### config.mk
export PLATFORM = sky130hd
export DESIGN_NAME = shield_ram_ctrl
export DESIGN_NICKNAME = d
export VERILOG_FILES = /design/src/rtl/shield_ram_pkg.sv /design/src/rtl/shield_ram_front.sv /design/src/rtl/shield_ram_array.sv /design/src/rtl/shield_ram_back.sv /design/src/rtl/shield_ram_ctrl.sv
export SDC_FILE = /design/constraint.sdc
export NUM_CORES = 2
export LEC_CHECK = 0
export BUFFER_PORTS_ARGS = -buffer_cell sky130_fd_sc_hd__buf_2
export CORE_MARGIN = 2
export CORE_UTILIZATION = 35
export DETAILED_ROUTE_END_ITERATION = 8
export MAX_ROUTING_LAYER = met4
export PLACE_DENSITY = 0.52
export SYNTH_ARGS = -nofsm -noshare
export SYNTH_HDL_FRONTEND = slang
export SYNTH_SLANG_ARGS = --single-unit
export TNS_END_PERCENT = 1
### constraint.sdc
create_clock -name clk -period 2.8 [get_ports clk]
set_input_delay 0.14 -clock clk [delete_from_list [all_inputs] [get_ports clk]]
set_output_delay 0.14 -clock clk [all_outputs]
set_load 0.005 [all_outputs]
### src/rtl/shield_ram_pkg.sv
`timescale 1ns/1ps
package shield_ram_pkg;
    localparam int LANES     = 4;
    localparam int BUS_W     = 8 * LANES;
    localparam int MEM_BYTES = 256;
    localparam int ROW_LANES = 2 * LANES;
    localparam int ROW_W     = 8 * ROW_LANES;
    localparam int ROWS      = MEM_BYTES / ROW_LANES;
    localparam int ROW_AW    = $clog2(ROWS);
    localparam int WORD_AW   = ROW_AW + 1;
    localparam int BYTE_AW   = $clog2(MEM_BYTES);
    localparam int LANE_AW   = $clog2(LANES);

    typedef enum logic [1:0] {
        SZ_BYTE = 2'd0,
        SZ_HALF = 2'd1,
        SZ_WORD = 2'd2,
        SZ_WALT = 2'd3
    } size_e;

    typedef struct packed {
        logic             valid;
        logic             rd;
        logic             silent;
        logic             drop;
        logic             upper;
        logic [LANES-1:0] lanes;
        logic [BUS_W-1:0] xform;
    } resp_ctl_t;

    function automatic logic [LANES-1:0] lane_sel(input logic [1:0] sz,
                                                  input logic [LANE_AW-1:0] lo);
        logic [LANES-1:0] m;
        case (size_e'(sz))
            SZ_BYTE: m = LANES'(1) << lo;
            SZ_HALF: m = LANES'(3) << {lo[LANE_AW-1], 1'b0};
            default: m = '1;
        endcase
        return m;
    endfunction

    function automatic logic [BUS_W-1:0] lane_bits(input logic [LANES-1:0] m);
        logic [BUS_W-1:0] b;
        for (int i = 0; i < LANES; i++) b[8*i +: 8] = {8{m[i]}};
        return b;
    endfunction
endpackage

### src/rtl/shield_ram_front.sv
`timescale 1ns/1ps
module shield_ram_front
    import shield_ram_pkg::*;
(
    input  logic                 req,
    input  logic                 we,
    input  logic [BYTE_AW-1:0]   addr,
    input  logic [1:0]           size,
    input  logic [BUS_W-1:0]     wdata,
    input  logic                 enable,
    input  logic                 silent,
    input  logic                 scr_en,
    input  logic                 ram_inv,
    input  logic [WORD_AW-1:0]   key_addr,
    input  logic [BUS_W-1:0]     key_data,
    output logic [ROW_AW-1:0]    row,
    output logic [ROW_LANES-1:0] be,
    output logic [ROW_W-1:0]     wd,
    output resp_ctl_t            ctl
);
    logic                sil_on, scr_on, is_word, wr, upper;
    logic [WORD_AW-1:0]  akey, waddr;
    logic [LANES-1:0]    lanes;
    logic [BUS_W-1:0]    xform, stored;

    always_comb begin
        sil_on  = enable & silent;
        scr_on  = enable & scr_en;
        is_word = size[1];
        akey    = scr_on ? key_addr : '0;
        lanes   = lane_sel(size, addr[LANE_AW-1:0]);
        xform   = (scr_on ? key_data : '0) ^ {BUS_W{enable & ram_inv}};
        stored  = wdata ^ xform;
        wr      = req & we & ~(sil_on & is_word);
        if (sil_on) begin
            waddr = {1'b0, addr[BYTE_AW-2:LANE_AW] ^ akey[WORD_AW-2:0]};
            row   = waddr[ROW_AW-1:0];
            upper = 1'b0;
            wd    = {~stored, stored};
            be    = wr ? {lanes, lanes} : '0;
        end else begin
            waddr = addr[BYTE_AW-1:LANE_AW] ^ akey;
            row   = waddr[WORD_AW-1:1];
            upper = waddr[0];
            wd    = {stored, stored};
            be    = !wr ? '0 : (upper ? {lanes, {LANES{1'b0}}} : {{LANES{1'b0}}, lanes});
        end
        ctl.valid  = req;
        ctl.rd     = ~we;
        ctl.silent = sil_on;
        ctl.drop   = sil_on & is_word;
        ctl.upper  = upper;
        ctl.lanes  = lanes;
        ctl.xform  = xform;
    end
endmodule

### src/rtl/shield_ram_array.sv
`timescale 1ns/1ps
module shield_ram_array
    import shield_ram_pkg::*;
(
    input  logic                 clk,
    input  logic                 rst,
    input  logic                 rd_en,
    input  logic [ROW_AW-1:0]    row,
    input  logic [ROW_LANES-1:0] be,
    input  logic [ROW_W-1:0]     wd,
    output logic [ROW_W-1:0]     rd_q
);
    for (genvar b = 0; b < ROW_LANES; b++) begin : g_lane
        logic [7:0] cells [ROWS];
        always_ff @(posedge clk) begin
            if (rst) begin
                for (int r = 0; r < ROWS; r++) cells[r] <= '0;
                rd_q[8*b +: 8] <= '0;
            end else begin
                if (be[b]) cells[row] <= wd[8*b +: 8];
                if (rd_en) rd_q[8*b +: 8] <= cells[row];
            end
        end
    end
endmodule

### src/rtl/shield_ram_back.sv
`timescale 1ns/1ps
module shield_ram_back
    import shield_ram_pkg::*;
(
    input  resp_ctl_t        ctl,
    input  logic [ROW_W-1:0] rd_q,
    output logic [BUS_W-1:0] rdata,
    output logic             err
);
    logic [BUS_W-1:0] lo, hi, mask, raw;
    logic             bad;

    always_comb begin
        lo    = rd_q[BUS_W-1:0];
        hi    = rd_q[ROW_W-1:BUS_W];
        mask  = lane_bits(ctl.lanes);
        raw   = (!ctl.silent && ctl.upper) ? hi : lo;
        bad   = ctl.silent && (((lo ^ ~hi) & mask) != '0);
        rdata = '0;
        err   = 1'b0;
        if (ctl.valid && ctl.rd && !ctl.drop) begin
            if (bad) err = 1'b1;
            else     rdata = (raw ^ ctl.xform) & mask;
        end
    end
endmodule

### src/rtl/shield_ram_ctrl.sv
`timescale 1ns/1ps
module shield_ram_ctrl
    import shield_ram_pkg::*;
(
    input  logic               clk,
    input  logic               rst,
    input  logic               req,
    input  logic               we,
    input  logic [7:0]         addr,
    input  logic [1:0]         size,
    input  logic [31:0]        wdata,
    output logic [31:0]        rdata,
    output logic               ready,
    output logic               err,
    input  logic               enable,
    input  logic               silent,
    input  logic               scr_en,
    input  logic               ram_inv,
    input  logic [5:0]         key_addr,
    input  logic [31:0]        key_data
);
    logic [ROW_AW-1:0]    ram_row;
    logic [ROW_LANES-1:0] ram_be;
    logic [ROW_W-1:0]     ram_wd, ram_rd;
    resp_ctl_t            ctl_n, ctl_q;

    shield_ram_front u_front (
        .req(req), .we(we), .addr(addr), .size(size), .wdata(wdata),
        .enable(enable), .silent(silent), .scr_en(scr_en), .ram_inv(ram_inv),
        .key_addr(key_addr), .key_data(key_data),
        .row(ram_row), .be(ram_be), .wd(ram_wd), .ctl(ctl_n)
    );

    shield_ram_array u_array (
        .clk(clk), .rst(rst), .rd_en(req), .row(ram_row),
        .be(ram_be), .wd(ram_wd), .rd_q(ram_rd)
    );

    always_ff @(posedge clk) begin
        if (rst) ctl_q <= '0;
        else     ctl_q <= ctl_n;
    end

    shield_ram_back u_back (
        .ctl(ctl_q), .rd_q(ram_rd), .rdata(rdata), .err(err)
    );

    assign ready = ctl_q.valid;
endmodule

==> metrics.csv <==
metric,value,unit
status,"finished, violations left",
violations,"DRC, setup timing",
start_kind,flip-flop,
rows,194,
numPortBuffers,121,
cp-endpoint,rdata[19],
setup_violations,32,
clock_skew,0.0548,ns
synth_area_per_cell,11.7,sq um
gp_congestion,0.907,
drive_gt1_share,22.3,%
worstHoldPathType,in2reg,
fillCellCount,25530,
dieWidth,534,um
synthCells,8412,
wirelength,362000,um
grt_overflow,0,
synth.distinct_cells,57,
start_util,35.2,%
drcViolationCount,21,
drv_slew,0,
rrSetupSlack,0.41,ns
grt_max_degree,98,
cts_made_buffers,232,
cts_sinks,2153,
fin_crit,3.41,ns
path_max_fanout,9,
synth-async-reset-ratio,0,%
critPathArrivalTime,3.27,ns
core,279000,sq um
path_clk_slew,0.06,ns
peakVddDrop,0.000590,V
synth_top_area_share,62.5,%
gr-usage-all-layers,25.5,%
synth-main-ff-cell,edfxtp_1,
cts_htree_levels,4,
synth.most_common_cell,nor2_1,
slew-limit-headroom,32.9,%
rsz0062_at_grt,true,
r2r-end,u_array.rd_q[40]$_SDFFE_PP0P_,
syn2layout_area_growth,26.9,%
worstPathRequired,2.66,ns
ant_nets,0,
syn-num-nets,8500,
maxCapViolCount,0,
insertion_delay,0.89,ns
yosysWarnings,0,
layout.nets,9551,
synth-edff-count,2048,
first_pass_iters,9,
clock_path_buffers,3,
yosys-top-cells-area,"edfxtp_1 63%, nor2_1 8.6%, a22oi_1 4.5%",
fp.dieH,534,um
cts_root_buffer,clkbuf_16,
via_per_inst,5.71,
place_inst,12859,
final_cells,13397,
stdcell_area,125000,sq um
postPlaceCellArea,116000,sq um
end_kind,output pin,
p_per_area,661,nW/um^2
grt_pass1_wl,522000,um
crit_type,reg2out,
wl_per_cell,27.0,um
grt_pass1_vias,75392,
ys_seq_area_share,64.6,%
leakagePower,43.8,nW
dp_hpwl,249000,um
finalHoldViolations,0,
cts_tree,built,
worst_slack,-0.611,ns
worst_slew_pin_slew,0.981,ns
antenna_found_initial,14,
synth_commonest_cells,"2,246 x nor2_1, 2,048 x edfxtp_1, 596 x a22oi_1",
vias,76531,
worstRegToRegCells,7,
drt_iter0_markers,10159,
yosys.area.top_type,edfxtp_1,
fmax,293,MHz
r2r_start,u_array.g_lane[5].cells[14][0]$_SDFFCE_PN0P_,
synth_area,98400,sq um
synth_seq_cells,2153,
period_share,122,%
place_ws,-0.670,ns
startpoint,u_array.rd_q[1]$_SDFFE_PP0P_,
die_area,285000,sq um
ioPinCount,122,
-- kinds of logic after synthesis --
kind of cell              synth area share [%]
and+or+nand+nor                           13.4
DFF                                       64.6
AOI/OAI and AO/OA                         14.3
buffers and inverters                     2.99
muxes                                     3.09
xor gates and xnor gates                  1.54
-- how the worst min path moves through the flow --
stage               startpoint                    to  slack, ns  cells past startpoint
finish                 ram_inv  ctl_q[27]$_SDFF_PP0_       0.05                      4
CTS                    ram_inv   ctl_q[5]$_SDFF_PP0_      0.002                      4
global route           ram_inv  ctl_q[27]$_SDFF_PP0_       0.03                      4
detailed placement          we  ctl_q[39]$_SDFF_PP0_       0.43                      2
global placement            we  ctl_q[39]$_SDFF_PP0_       0.43                      2
floorplan                   we  ctl_q[39]$_SDFF_PP0_       0.21                      1
-- routing by layer --
metal / up-vias / track usage (%) / wire length [um]
met5: - / - / 0
met1: 38545 / 32.9 / 146000
met2: 3583 / 40.3 / 171000
li1: 33708 / - / -
met3: 695 / 3.73 / 28900
met4: 0 / 10.1 / 16500
-- cell usage in the layout, fill, tap and decap left out, types with 82 or more instances in the layout --
cell type | synthesis | final
buf_2 | 118 | 113
a22oi_1 | 596 | 596
nand2b_1 | 259 | 258
mux2_2 | 196 | 195
a21oi_1 | 452 | 452
o21ai_0 | 94 | 90
mux2i_1 | 83 | 82
a222oi_1 | 205 | 205
clkbuf_16 | 0 | 236
buf_4 | 1 | 1015
edfxtp_1 | 2048 | 2048
nand2_1 | 301 | 299
nand3_1 | 172 | 172
dlygate4sd3_1 | 0 | 93
a32oi_1 | 150 | 150
a22o_1 | 244 | 244
buf_12 | 0 | 321
nor2_1 | 2246 | 2219
-- layout make-up --
class / instances / area, sq um / share of cell area, %
diodes: 8 / 20.0 / 0.0160
multi-input cells: 5516 / 33000 / 26.4
well taps: 3724 / 4660 / 3.73
clock buffers: 304 / 6270 / 5.02
inverters: 7 / 26.3 / 0.0210
clock inverters: 132 / 1580 / 1.27
repair buffers: 1553 / 15700 / 12.6
flip-flops and latches: 2153 / 63700 / 51.0
-- critical path, stage by stage (launching register included) --
cell and delay (ns):
dfxtp_1 0.38, xor2_1 0.18, nand4_1 0.19, o21ai_4 0.28, buf_4 0.16, a41oi_2 0.12, buf_6 0.16, nor3_4 0.15
buf_12 0.23, and3_1 0.21, buf_4 0.16, buf_2 0.13
-- metrics by stage --
step	TNS [ns]	util, %	total power [mW]	hold WS, ns
3_5_place_dp	-392.90	41.5	50.9	0.433
3_3_place_gp	-387.27	41.5	50.7	0.429
2_1_floorplan	0	-	43.9	0.207
6_report	-18.37	44.7	82.5	0.0526
4_1_cts	-20.78	44.7	82.7	0.00183
5_1_grt	-21.49	44.7	84.7	0.0259
-- state kept, by name, summed over array words and instances (netlist names) --
| signal | flops |
|---|---|
| u_array.rd_q | 64 |
| ready | 1 |
| ctl_q | 40 |
| u_array.g_lane.cells | 2048 |
-- timing repair --
action | in CTS | in global routing
gates cloned | 0 | 0
setup endpoints to repair | 33 | 33
setup buffers | 1 | 0
pin swaps | 7 | 5
hold buffers | 93 | 0
gates resized for setup | 40 | 22
endpoints found under the hold margin | 925 | 0
-- power by group --
group          internal, mW  switching [mW]
sequential             36.9           0.887
combinational          4.71            8.03
clock                  18.5            13.5
total                  60.1            22.4
(Power assumes the default switching activity.)
